[src/rtl/img_reload_pkg.sv]
package img_reload_pkg;

  localparam logic [2:0] ADDR_CTRL = 3'd0;
  localparam logic [2:0] ADDR_SEL  = 3'd1;
  localparam logic [2:0] ADDR_STAT = 3'd3;

  // strobes from control to datapath
  typedef struct packed {
    logic       wdSvc;
    logic       selWr;
    logic [1:0] selVal;
    logic       reqFire;
    logic       rdEn;
    logic [2:0] rdAddr;
  } ctlStb_t;

endpackage

[src/rtl/img_reload_ctl.sv]
module img_reload_ctl
  import img_reload_pkg::*;
#(
  parameter int BUSY_CYCLES = 16,
  parameter bit WDOG_EN     = 1'b1
) (
  input  logic       clk,
  input  logic       rstN,
  input  logic [2:0] regAddr,
  input  logic [1:0] wrBits,
  input  logic       regWr,
  input  logic       regRd,
  input  logic       wdExpire,
  output ctlStb_t    stb,
  output logic       busy,
  output logic       reloadReq
);

  localparam int BW = $clog2(BUSY_CYCLES + 1);
  localparam logic [BW-1:0] BUSY_LAST = BW'(BUSY_CYCLES - 1);

  logic [BW-1:0] busyCnt;
  logic wrCtrl, trigOk, startBusy, doneNow;

  always_comb begin
    wrCtrl      = regWr && (regAddr == ADDR_CTRL);
    trigOk      = wrCtrl && wrBits[0] && !busy;
    startBusy   = !busy && (trigOk || wdExpire);
    doneNow     = busy && (busyCnt == '0);
    stb.wdSvc   = WDOG_EN && wrCtrl && wrBits[1];
    stb.selWr   = regWr && (regAddr == ADDR_SEL);
    stb.selVal  = wrBits;
    stb.reqFire = doneNow;
    stb.rdEn    = regRd;
    stb.rdAddr  = regAddr;
  end

  always_ff @(posedge clk) begin
    if (!rstN) begin
      busy      <= 1'b0;
      busyCnt   <= '0;
      reloadReq <= 1'b0;
    end else begin
      reloadReq <= doneNow;
      if (startBusy) begin
        busy    <= 1'b1;
        busyCnt <= BUSY_LAST;
      end else if (doneNow) begin
        busy <= 1'b0;
      end else if (busy) begin
        busyCnt <= busyCnt - 1'b1;
      end
    end
  end


  req_single_chk: assert property (@(posedge clk) disable iff (!rstN)
    reloadReq |=> !reloadReq);

  req_after_busy_chk: assert property (@(posedge clk) disable iff (!rstN)
    $fell(busy) |-> reloadReq);

  req_not_busy_chk: assert property (@(posedge clk) disable iff (!rstN)
    reloadReq |-> !busy);

endmodule

[src/rtl/img_reload_dp.sv]
module img_reload_dp
  import img_reload_pkg::*;
#(
  parameter bit          WDOG_EN      = 1'b1,
  parameter logic [11:0] WDOG_TIMEOUT = 12'd200,
  parameter int          PRESCALE_SH  = 8
) (
  input  logic        clk,
  input  logic        rstN,
  input  ctlStb_t     stb,
  input  logic        busy,
  output logic        wdExpire,
  output logic        imageIdx,
  output logic        wdogExpired,
  output logic [31:0] regRdData
);

  logic selOvr, selIdx, activeImg;

  assign imageIdx = selOvr & selIdx;

  generate
    if (WDOG_EN) begin : g_wd
      localparam int CW = 12 + PRESCALE_SH;
      localparam logic [CW-1:0] LIMIT = CW'(WDOG_TIMEOUT) << PRESCALE_SH;
      logic [CW-1:0] wdCnt;
      logic hold;
      assign hold     = activeImg || busy || stb.wdSvc;
      assign wdExpire = !hold && (wdCnt == LIMIT);
      always_ff @(posedge clk) begin
        if (!rstN)                wdCnt <= '0;
        else if (hold || wdExpire) wdCnt <= '0;
        else                      wdCnt <= wdCnt + 1'b1;
      end
    end else begin : g_nowd
      assign wdExpire = 1'b0;
    end
  endgenerate

  always_ff @(posedge clk) begin
    if (!rstN) begin
      selOvr      <= 1'b0;
      selIdx      <= 1'b0;
      activeImg   <= 1'b0;
      wdogExpired <= 1'b0;
      regRdData   <= '0;
    end else begin
      if (wdExpire) begin
        selOvr      <= 1'b1;
        selIdx      <= 1'b1;
        wdogExpired <= 1'b1;
      end else if (stb.selWr) begin
        selOvr <= stb.selVal[0];
        selIdx <= stb.selVal[1];
      end
      if (stb.reqFire) activeImg <= imageIdx;
      regRdData <= '0;
      if (stb.rdEn) begin
        case (stb.rdAddr)
          ADDR_SEL:  regRdData <= {30'd0, selIdx, selOvr};
          ADDR_STAT: regRdData <= {30'd0, wdogExpired, busy};
          default:   regRdData <= '0;
        endcase
      end
    end
  end


  expire_forces_factory_chk: assert property (@(posedge clk) disable iff (!rstN)
    $rose(wdogExpired) |-> (imageIdx && busy));

  expired_sticky_chk: assert property (@(posedge clk) disable iff (!rstN)
    wdogExpired |=> wdogExpired);

  no_expire_busy_chk: assert property (@(posedge clk) disable iff (!rstN)
    wdExpire |-> (!busy && !activeImg));

  disabled_quiet_chk: assert property (@(posedge clk) disable iff (!rstN)
    !WDOG_EN |-> !wdogExpired);

endmodule

[src/rtl/img_reload_ctrl.sv]
module img_reload_ctrl
  import img_reload_pkg::*;
#(
  parameter bit          WDOG_EN      = 1'b1,
  parameter logic [11:0] WDOG_TIMEOUT = 12'd200,
  parameter int          PRESCALE_SH  = 8,
  parameter int          BUSY_CYCLES  = 16
) (
  input  logic        clk,
  input  logic        rstN,
  input  logic [2:0]  regAddr,
  input  logic [31:0] regWrData,
  input  logic        regWr,
  input  logic        regRd,
  output logic [31:0] regRdData,
  output logic        reloadReq,
  output logic        imageIdx,
  output logic        busy,
  output logic        wdogExpired
);

  ctlStb_t stb;
  logic wdExpire;
  logic unusedWrHi;

  assign unusedWrHi = ^regWrData[31:2];

  img_reload_ctl #(.BUSY_CYCLES(BUSY_CYCLES), .WDOG_EN(WDOG_EN)) uCtl (
    .clk(clk), .rstN(rstN), .regAddr(regAddr), .wrBits(regWrData[1:0]),
    .regWr(regWr), .regRd(regRd), .wdExpire(wdExpire), .stb(stb),
    .busy(busy), .reloadReq(reloadReq)
  );

  img_reload_dp #(.WDOG_EN(WDOG_EN), .WDOG_TIMEOUT(WDOG_TIMEOUT),
                  .PRESCALE_SH(PRESCALE_SH)) uDp (
    .clk(clk), .rstN(rstN), .stb(stb), .busy(busy), .wdExpire(wdExpire),
    .imageIdx(imageIdx), .wdogExpired(wdogExpired), .regRdData(regRdData)
  );

endmodule

[config.mk]
export PLATFORM = sky130hd
export DESIGN_NAME = img_reload_ctrl
export DESIGN_NICKNAME = d
export VERILOG_FILES = /design/src/rtl/img_reload_pkg.sv /design/src/rtl/img_reload_ctl.sv /design/src/rtl/img_reload_dp.sv /design/src/rtl/img_reload_ctrl.sv
export SDC_FILE = /design/constraint.sdc
export NUM_CORES = 1
export LEC_CHECK = 0
export BUFFER_PORTS_ARGS = -buffer_cell sky130_fd_sc_hd__buf_4
export CORE_MARGIN = 1
export CORE_UTILIZATION = 43
export CTS_BUF_LIST = sky130_fd_sc_hd__clkbuf_8 sky130_fd_sc_hd__clkbuf_16
export CTS_CLUSTER_DIAMETER = 40
export CTS_CLUSTER_SIZE = 10
export DETAILED_ROUTE_END_ITERATION = 8
export PLACE_DENSITY_LB_ADDON = 0.25
export SYNTH_ARGS = -nofsm -noshare
export SYNTH_HDL_FRONTEND = slang
export SYNTH_HIERARCHICAL = 1
export SYNTH_SLANG_ARGS = --single-unit
[constraint.sdc]
create_clock -name clk -period 2.1 [get_ports clk]
set_input_delay 0.63 -clock clk [delete_from_list [all_inputs] [get_ports clk]]
set_output_delay 0.63 -clock clk [all_outputs]
set_load 0.005 [all_outputs]
Word-level counts from Yosys, hierarchy flattened
Index checks and enable logic that the tools add are counted.
Word-level totals
  flip-flop bits (word level): 63
  input bits: 39
  output and inout bits: 36
Operators by class
  add/sub/neg operators: 2
  eq/ne operators: 4
  mux-type cells: 10
  bitwise operators: 3
  reductions and logical operators: 24
Operator list (number)
  20-bit by 1-bit adder with 20-bit output, second input constant: 1
  20-bit by 16-bit equality test with 1-bit output, second input constant: 1
  4-bit two-way mux: 3
  1-bit logical AND: 8
  1-bit two-way mux: 6
  2-bit AND reduction: 3
  2-bit nonzero test: 3
  5-bit zero test: 1
  5-bit by 1-bit subtractor with 5-bit output, second input constant: 1
  1-bit logical OR: 4
  2-bit one-hot mux with 2 select lines: 1
  2-bit OR reduction: 2
  3-bit by 1-bit equality test with 1-bit output, second input constant: 1
  3-bit by 2-bit equality test with 1-bit output, second input constant: 1
  3-bit zero test: 1
  1-bit zero test: 2
  2-bit by 1-bit inequality test with 1-bit output, second input constant: 1
  1-bit NOT: 2
  1-bit AND: 1

Longest topological paths before layout
Gate-level depths: netlist (run 1).
  word-level depth: 10
  mapped depth: 9
  mapped depth without buffers: 9

Modules after synthesis
Netlist (run 1), hierarchy kept.
By module, submodules not included
  img_reload_dp: times used 1, cells each 162, area an instance 1393.8 um^2, seq. area each 520.5 um^2
  img_reload_ctl: times used 1, cells each 56, area an instance 464.2 um^2, seq. area each 140.1 um^2

Least setup slack after synthesis (run 1)
OpenSTA, ideal clock, no wires.
  path kind: input to register
  start point: input regWr
  end point: register uDp.wdogExpired
  library setup time: 0.061 ns
  arrival: 1.962 ns
  required time: 2.039 ns
  slack: 0.077 ns
  stages on the path: 5
  buffers on the path: 0
  cell sequence: nor2b_1 and3_1 nor4b_1 or4b_2 nand2_1
RTL lines
  start, declared: RTL line img_reload_ctrl.sv:13  | input logic regWr,
  end signal, assigned: RTL line img_reload_dp.sv:45  | wdogExpired <= 1'b0;
  end signal, assigned: RTL line img_reload_dp.sv:51  | wdogExpired <= 1'b1;
  end, declared: RTL line img_reload_dp.sv:14  | output logic wdogExpired,

==> out/qor.csv, run 1 <==
stage;metric;value;unit
sta;setup_viol_count_final;0;
power_and_ir_drop;vdd_drop_max;0.284;mV
synth;ys_ff_latch;33;
placed_design;pre_cts_ws;-0.225;ns
global_routing;grt_pass1_vias;1198;
routing;remaining_drc_errors;0;
sta;hold_slack;0.464;ns
synth;synth_largest_type_area_fraction;35.6;%
synth;yosys-top-cells-count;37 x buf_4, 33 x dfxtp_1, 24 x nor2_1, 16 x nand2_1, 12 x inv_1;
critical_path;ff2ff_path_depth;6;
run;maxCapViolations;0;
sta;clock_skew;0.00407;ns
critical_path;crit_family;simple AND/OR/NAND/NOR gates;
synth;async_flop_share;0;%
critical_path;crit_path_end_kind;flip-flop;
min_path;hold-path-cell-count;2;
die;fp.dieW;67.7;um
global_routing;grt_max_degree;16;
cts;clk-insertion-delay-late;0.28;ns
die;die-area;0.00459;mm2
cells_and_area;area_growth;18.2;%
critical_path;path_buf_inv;2;
sta;fin_crit;1.99;ns
critical_path;worst_ep_required_time;2.32;ns
routing;wl;3.24;mm
min_path;hold_class;flip-flop to flip-flop;
placed_design;gp_congestion;0.763;
cts;cts-root-buf;clkbuf_8;
routing;drt-met1-wl;1.63;mm
synth;synth_edf_count;0;
synth;syn_area;0.00186;mm2
cts;cts.path.max_buffers;2;
routing;vias;1444;
cts;cts_tree;done;
critical_path;arrival;2.21;ns
synth;synth_cells;218;
sta;period_share;94.6;%
routing;drtIter0Drc;37;
sta;rsz0062_at_grt;no;
sta;finalWorstSetupSlack;0.113;ns
cts;hold_buffers;0;
synth;synth_ff_type;dfxtp_1;
cells_and_area;seqCellArea;661;um2
cells_and_area;fillCellCount;406;
critical_path;crit_chain;buf_4, nor2b_1, and3_1, nor4b_2, buf_4, or4b_2, nand2_1;
sta;maxSlewViolCount;0;
routing;wl_met2;1.47;mm
die;die_y;67.7;um
critical_path;path_depth;7;
global_routing;antenna_found_initial;0;
synth;yosysMostFrequentCell;buf_4;
synth;synth_area_leaders;dfxtp_1 36%, buf_4 15%, nor2_1 4.8%;
die;core.rowCount;23;
routing;top_layer_used;met4;
global_routing;overflow;0;
routing;wl_per_cell;10.6;um
synth;yosysTopAreaCell;dfxtp_1;
power_and_ir_drop;p_leak;0.000942;uW
critical_path;cp_slowest_stage_delay;0.64;ns
synth;synth_warnings;6;
routing;vias_per_cell;4.72;
placed_design;dp_hpwl;2.43;mm
cells_and_area;antenna_cells;0;
synth;syn_area_per_cell;8.52;um2
die;ios;75;
power_and_ir_drop;p_per_area;588;mW/mm2
cts;cts_made_buffers;5;
die;fp.coreArea;0.00409;mm2
global_routing;grt_use_total;15.1;%
sta;fmax;0.503;GHz
critical_path;worstPathMaxFanout;3;
cts;cts.sink_count;33;
outcome;status;finished clean;
placed_design;port_buffers;14;
routing;ant_nets;0;
critical_path;startpoint_type;input port;
critical_path;cp_common_cell;buf_4;
cells_and_area;finish.utilization;53.8;%
routing;dr_wl_met3;108;um
critical_path;crit_type;input port to flip-flop;
synth;synth_cell_type_count;41;
critical_path;cp_slowest_cell;or4b_2;
global_routing;grt_pass1_wl;5.21;mm
cts;htreeDepth;2;
placed_design;post_dp_cell_area;0.00204;mm2
cells_and_area;post-route-cell-area;0.00220;mm2
routing;dr.pass1.iters;4;
cells_and_area;drive_gt1_share;24.6;%
die;start_util;45.5;%
cells_and_area;multi_input_comb_area;0.00103;mm2
cells_and_area;fin_nets;298;
sta;hold_violations;0;
synth;yosysSeqAreaShare;35.6;%
cts;cts.reportedPaths.clkPinSlew;0.07;ns
-- placed cells by master (no fill, tap or decap), types with 7 or more instances in the layout --
master	synthesis	routed
buf_4	37	40
dfxtp_1	33	33
conb_1	1	30
nor2_1	24	24
nand2_1	16	16
inv_1	12	12
xnor2_1	10	10
clkbuf_8	0	7
-- path summary, 6_finish.rpt --
| kind | start | endpoint | slack, ns |
|---|---|---|---|
| worst max-delay path | regWr | uDp/wdogExpired | 0.11 |
| worst max register to register | uDp/g_wd.wdCnt[0] | uDp/g_wd.wdCnt[18] | 0.15 |
| worst min register to register | uDp/wdogExpired | uDp/wdogExpired | 0.46 |
| worst min-delay path | uDp/wdogExpired | uDp/wdogExpired | 0.46 |
-- state kept, by name, summed over array words and instances (netlist names) --
| register | flops |
|---|---|
| uCtl/busy | 1 |
| uCtl/busyCnt | 5 |
| uCtl/reloadReq | 1 |
| uDp/activeImg | 1 |
| uDp/g_wd.wdCnt | 20 |
| uDp/regRdData | 2 |
| uDp/selIdx | 1 |
| uDp/selOvr | 1 |
| uDp/wdogExpired | 1 |
-- what timing repair did --
item,CTS,global route
gates cloned,0,0
buffers inserted,0,1
pin swaps,0,2
gates resized for setup,2,6
endpoints found under the setup margin,4,7
-- cell families after synthesis --
| logic type | Yosys count | share of synthesized area, % |
|---|---|---|
| other | 1 | 0.202 |
| AOI/OAI and AO/OA | 23 | 7.61 |
| muxes | 6 | 3.43 |
| buffers and inverters | 51 | 17.8 |
| xor gates and xnor gates | 14 | 6.60 |
| adders and majority gates | 4 | 2.69 |
| DFF | 33 | 35.6 |
| and+or+nand+nor | 86 | 26.1 |
-- per-stage QoR --
step	setup TNS (ns)	std cells	power, uW
2_1_floorplan	0	247	774
3_3_place_gp	-0.846	297	775
3_5_place_dp	-0.927	297	777
4_1_cts	0	305	1300
5_1_grt	0	306	1350
6_report	0	306	1290
-- cell type report --
type                    instances  area share, %
multi-input cells             163           46.8
inverters                      12           2.05
well taps                      50           2.85
repair buffers                 40           13.7
flip-flops and latches         33           30.1
clock inverters                 1          0.228
clock buffers                   7           4.38
-- metal layers --
| metal | track usage [%] | up-vias |
|---|---|---|
| met5 | 0 | - |
| met4 | 7.18 | 0 |
| met3 | 3.04 | 5 |
| met2 | 23.5 | 32 |
| met1 | 19.8 | 654 |
| li1 | - | 753 |
-- worst min-delay path, cell delays in order, from the launching register on --
cell and delay [ns]:
dfxtp_1 0.32, nand2_1 0.06, nand2_1 0.04
-- report_power, final --
| group | total (uW) | switching [uW] | internal [uW] |
|---|---|---|---|
| Clock | 521 | 225 | 296 |
| Sequential | 645 | 9.04 | 636 |
| Combinational | 126 | 65.2 | 60.7 |
| Total | 1290 | 299 | 993 |
No activity file was read; power rests on OpenSTA's default activity.
==> inputs of run 2 (changes only) <==
--- a/config.mk
+++ b/config.mk
@@ -13,6 +13,7 @@
 export CTS_CLUSTER_SIZE = 10
 export DETAILED_ROUTE_END_ITERATION = 8
 export PLACE_DENSITY_LB_ADDON = 0.25
+export RECOVER_POWER = 50
 export SYNTH_ARGS = -nofsm -noshare
 export SYNTH_HDL_FRONTEND = slang
 export SYNTH_HIERARCHICAL = 1
==> run 2 against run 1 <==
Clock skew about the same; sequential share of layout area up 0.40 points; global-route usage unchanged; utilization down 0.70 points; combinational power down 5%; fmax up 0.35%; count of clock-buffer cells in the layout unchanged; via count down 0.48%; cell area down 1.3%; worst setup slack better by 0.0069 ns; critical path type unchanged; largest power group unchanged.
==> out/qor.csv, run 2 (synthesis results as in run 1) <==
stage;metric;value;unit
global_routing;antenna_found_initial;0;
critical_path;cp_slowest_stage_delay;0.64;ns
critical_path;cp_slowest_cell;or4b_2;
routing;ant_nets;0;
global_routing;grt_use_total;15.1;%
cts;clk-insertion-delay-late;0.28;ns
run;maxCapViolations;0;
critical_path;crit_chain;buf_4, nor2b_1, and3_1, nor4b_2, buf_4, or4b_2, nand2_1;
cts;cts_tree;done;
global_routing;grt_max_degree;16;
sta;maxSlewViolCount;0;
routing;remaining_drc_errors;0;
sta;rsz0062_at_grt;no;
cells_and_area;largest_register_ffs;20;
routing;drt-met1-wl;1.63;mm
cells_and_area;reg_top3;uDp/g_wd.wdCnt x20, uCtl/busyCnt x5, uDp/regRdData x2;
sta;hold_violations;0;
cells_and_area;finish.utilization;53.1;%
sta;tightest_slew;0.761;ns
routing;wl_per_cell;10.6;um
cells_and_area;fin_nets;298;
cts;cts.sink_count;33;
cells_and_area;stdcell_count;306;
sta;period_share;94.3;%
critical_path;crit_family;simple AND/OR/NAND/NOR gates;
routing;wl_met2;1.46;mm
sta;setup-tns-final;0;ns
critical_path;worstSetupEndpoint;uDp/wdogExpired;
sta;hold_slack;0.463;ns
die;ios;75;
critical_path;startpoint_type;input port;
cells_and_area;area_growth;16.7;%
power_and_ir_drop;p_per_area;593;mW/mm2
cells_and_area;regMostFlops;uDp/g_wd.wdCnt;
power_and_ir_drop;switchingPower;299;uW
critical_path;r2r_slack;0.13;ns
routing;dr_wl_met3;111;um
critical_path;arrival;2.20;ns
global_routing;grt_pass1_wl;5.21;mm
critical_path;crit_type;input port to flip-flop;
routing;vias;1437;
critical_path;timing.rr.start;uCtl/busyCnt[0];
routing;top_layer_used;met4;
power_and_ir_drop;p_int;987;uW
die;fp.dieW;67.7;um
power_and_ir_drop;vdd_drop_max;0.284;mV
critical_path;cp_common_cell;buf_4;
power_and_ir_drop;p_sw_share;23.2;%
power_and_ir_drop;clkPwrFrac;40.5;%
routing;drtIter0Drc;40;
global_routing;grt_pass1_vias;1198;
critical_path;path_buf_inv;2;
cts;htreeDepth;2;
sta;setup_viol_count_final;0;
placed_design;port_buffers;14;
critical_path;worst_ep_required_time;2.32;ns
cts;cts_made_buffers;5;
routing;vias_per_cell;4.70;
outcome;status;finished clean;
die;fp.coreArea;0.00409;mm2
sta;maxSlewHeadroom;48.5;%
die;core.rowCount;23;
sta;clock_skew;0.00432;ns
cells_and_area;layout_commonest_cell;dfxtp_1;
power_and_ir_drop;p_leak;0.000913;uW
cells_and_area;drive_gt1_share;23.0;%
critical_path;crit_path_end_kind;flip-flop;
critical_path;crit_start;regWr;
cts;cts.reportedPaths.clkPinSlew;0.06;ns
min_path;hold_class;flip-flop to flip-flop;
sta;fmax;0.505;GHz
cts;cts.path.max_buffers;2;
placed_design;gp_congestion;0.763;
routing;dr.pass1.iters;4;
die;die_y;67.7;um
critical_path;ff2ff_path_depth;7;
sta;fin_crit;1.98;ns
cts;cts-root-buf;clkbuf_8;
power_and_ir_drop;p_comb_share;9.3;%
cells_and_area;antenna_cells;0;
placed_design;dp.cells;297;
critical_path;r2r-end;uDp/activeImg;
cells_and_area;final_cell_mix;33 x dfxtp_1, 31 x buf_4, 30 x conb_1;
critical_path;worstPathMaxFanout;3;
power_and_ir_drop;p_seq_share;50.1;%
die;start_util;45.5;%
placed_design;dp_hpwl;2.43;mm
routing;wl;3.24;mm
critical_path;path_depth;7;
global_routing;overflow;0;
die;die-area;0.00459;mm2
run 2: through the flow:
| stage | cell area [um2] | setup WS, ns | power, uW |
|---|---|---|---|
| after floorplan | 1970 | 0.0771 | 774 |
| after global placement | 2040 | -0.219 | 775 |
| after detailed placement | 2040 | -0.225 | 777 |
| after CTS | 2150 | 0.0654 | 1300 |
| after global routing | 2170 | 0.00634 | 1340 |
| final | 2170 | 0.120 | 1290 |
run 2: area by class of cell:
| class | count | area (um2) |
|---|---|---|
| clock buffer | 7 | 96.3 |
| clock inverter | 1 | 5.00 |
| fill | 412 | 1920 |
| inverter | 12 | 45.0 |
| multi-input combinational | 163 | 1010 |
| sequential | 33 | 661 |
| tap | 50 | 62.6 |
| timing repair buffer | 40 | 287 |
run 2: power groups by stage:
stage / Combinational [uW] / Sequential, uW / Clock, uW
after floorplan: 115 / 660 / 0
after global routing: 135 / 645 / 561
after CTS: 120 / 645 / 536
after detailed placement: 118 / 659 / 0
final: 120 / 645 / 522
after global placement: 116 / 659 / 0
run 2: what timing repair did:
item	in CTS	in global routing
pin swaps	0	2
setup endpoints to repair	4	7
hold buffers	0	0
setup buffers	0	1
gates resized for setup	2	6
run 2: worst min-delay path by stage:
stage                            endpoint  cells past startpoint  slack, ns            start
final                     uDp/wdogExpired                      2       0.46  uDp/wdogExpired
after global routing      uDp/wdogExpired                      2       0.53  uDp/wdogExpired
after CTS                 uDp/wdogExpired                      2       0.47  uDp/wdogExpired
after detailed placement  uDp/wdogExpired                      2       0.46  uDp/wdogExpired
after global placement    uDp/wdogExpired                      2       0.45  uDp/wdogExpired
after floorplan           uDp/wdogExpired                      2       0.45  uDp/wdogExpired
run 2: routing by layer:
layer,vias up,global-route usage [%]
met3,5,3.04
met1,645,19.8
met2,32,23.5
met5,-,0
met4,0,7.18
li1,755,-
run 2: worst reg2reg max path, delay by kind of cell, from the launching register on:
| family | cells | cell delay, ns |
|---|---|---|
| and+or+nand+nor | 3 | 0.90 |
| adders and majority gates | 1 | 0.22 |
| buffers and inverters | 2 | 0.24 |
| DFF | 1 | 0.33 |
| muxes | 1 | 0.19 |
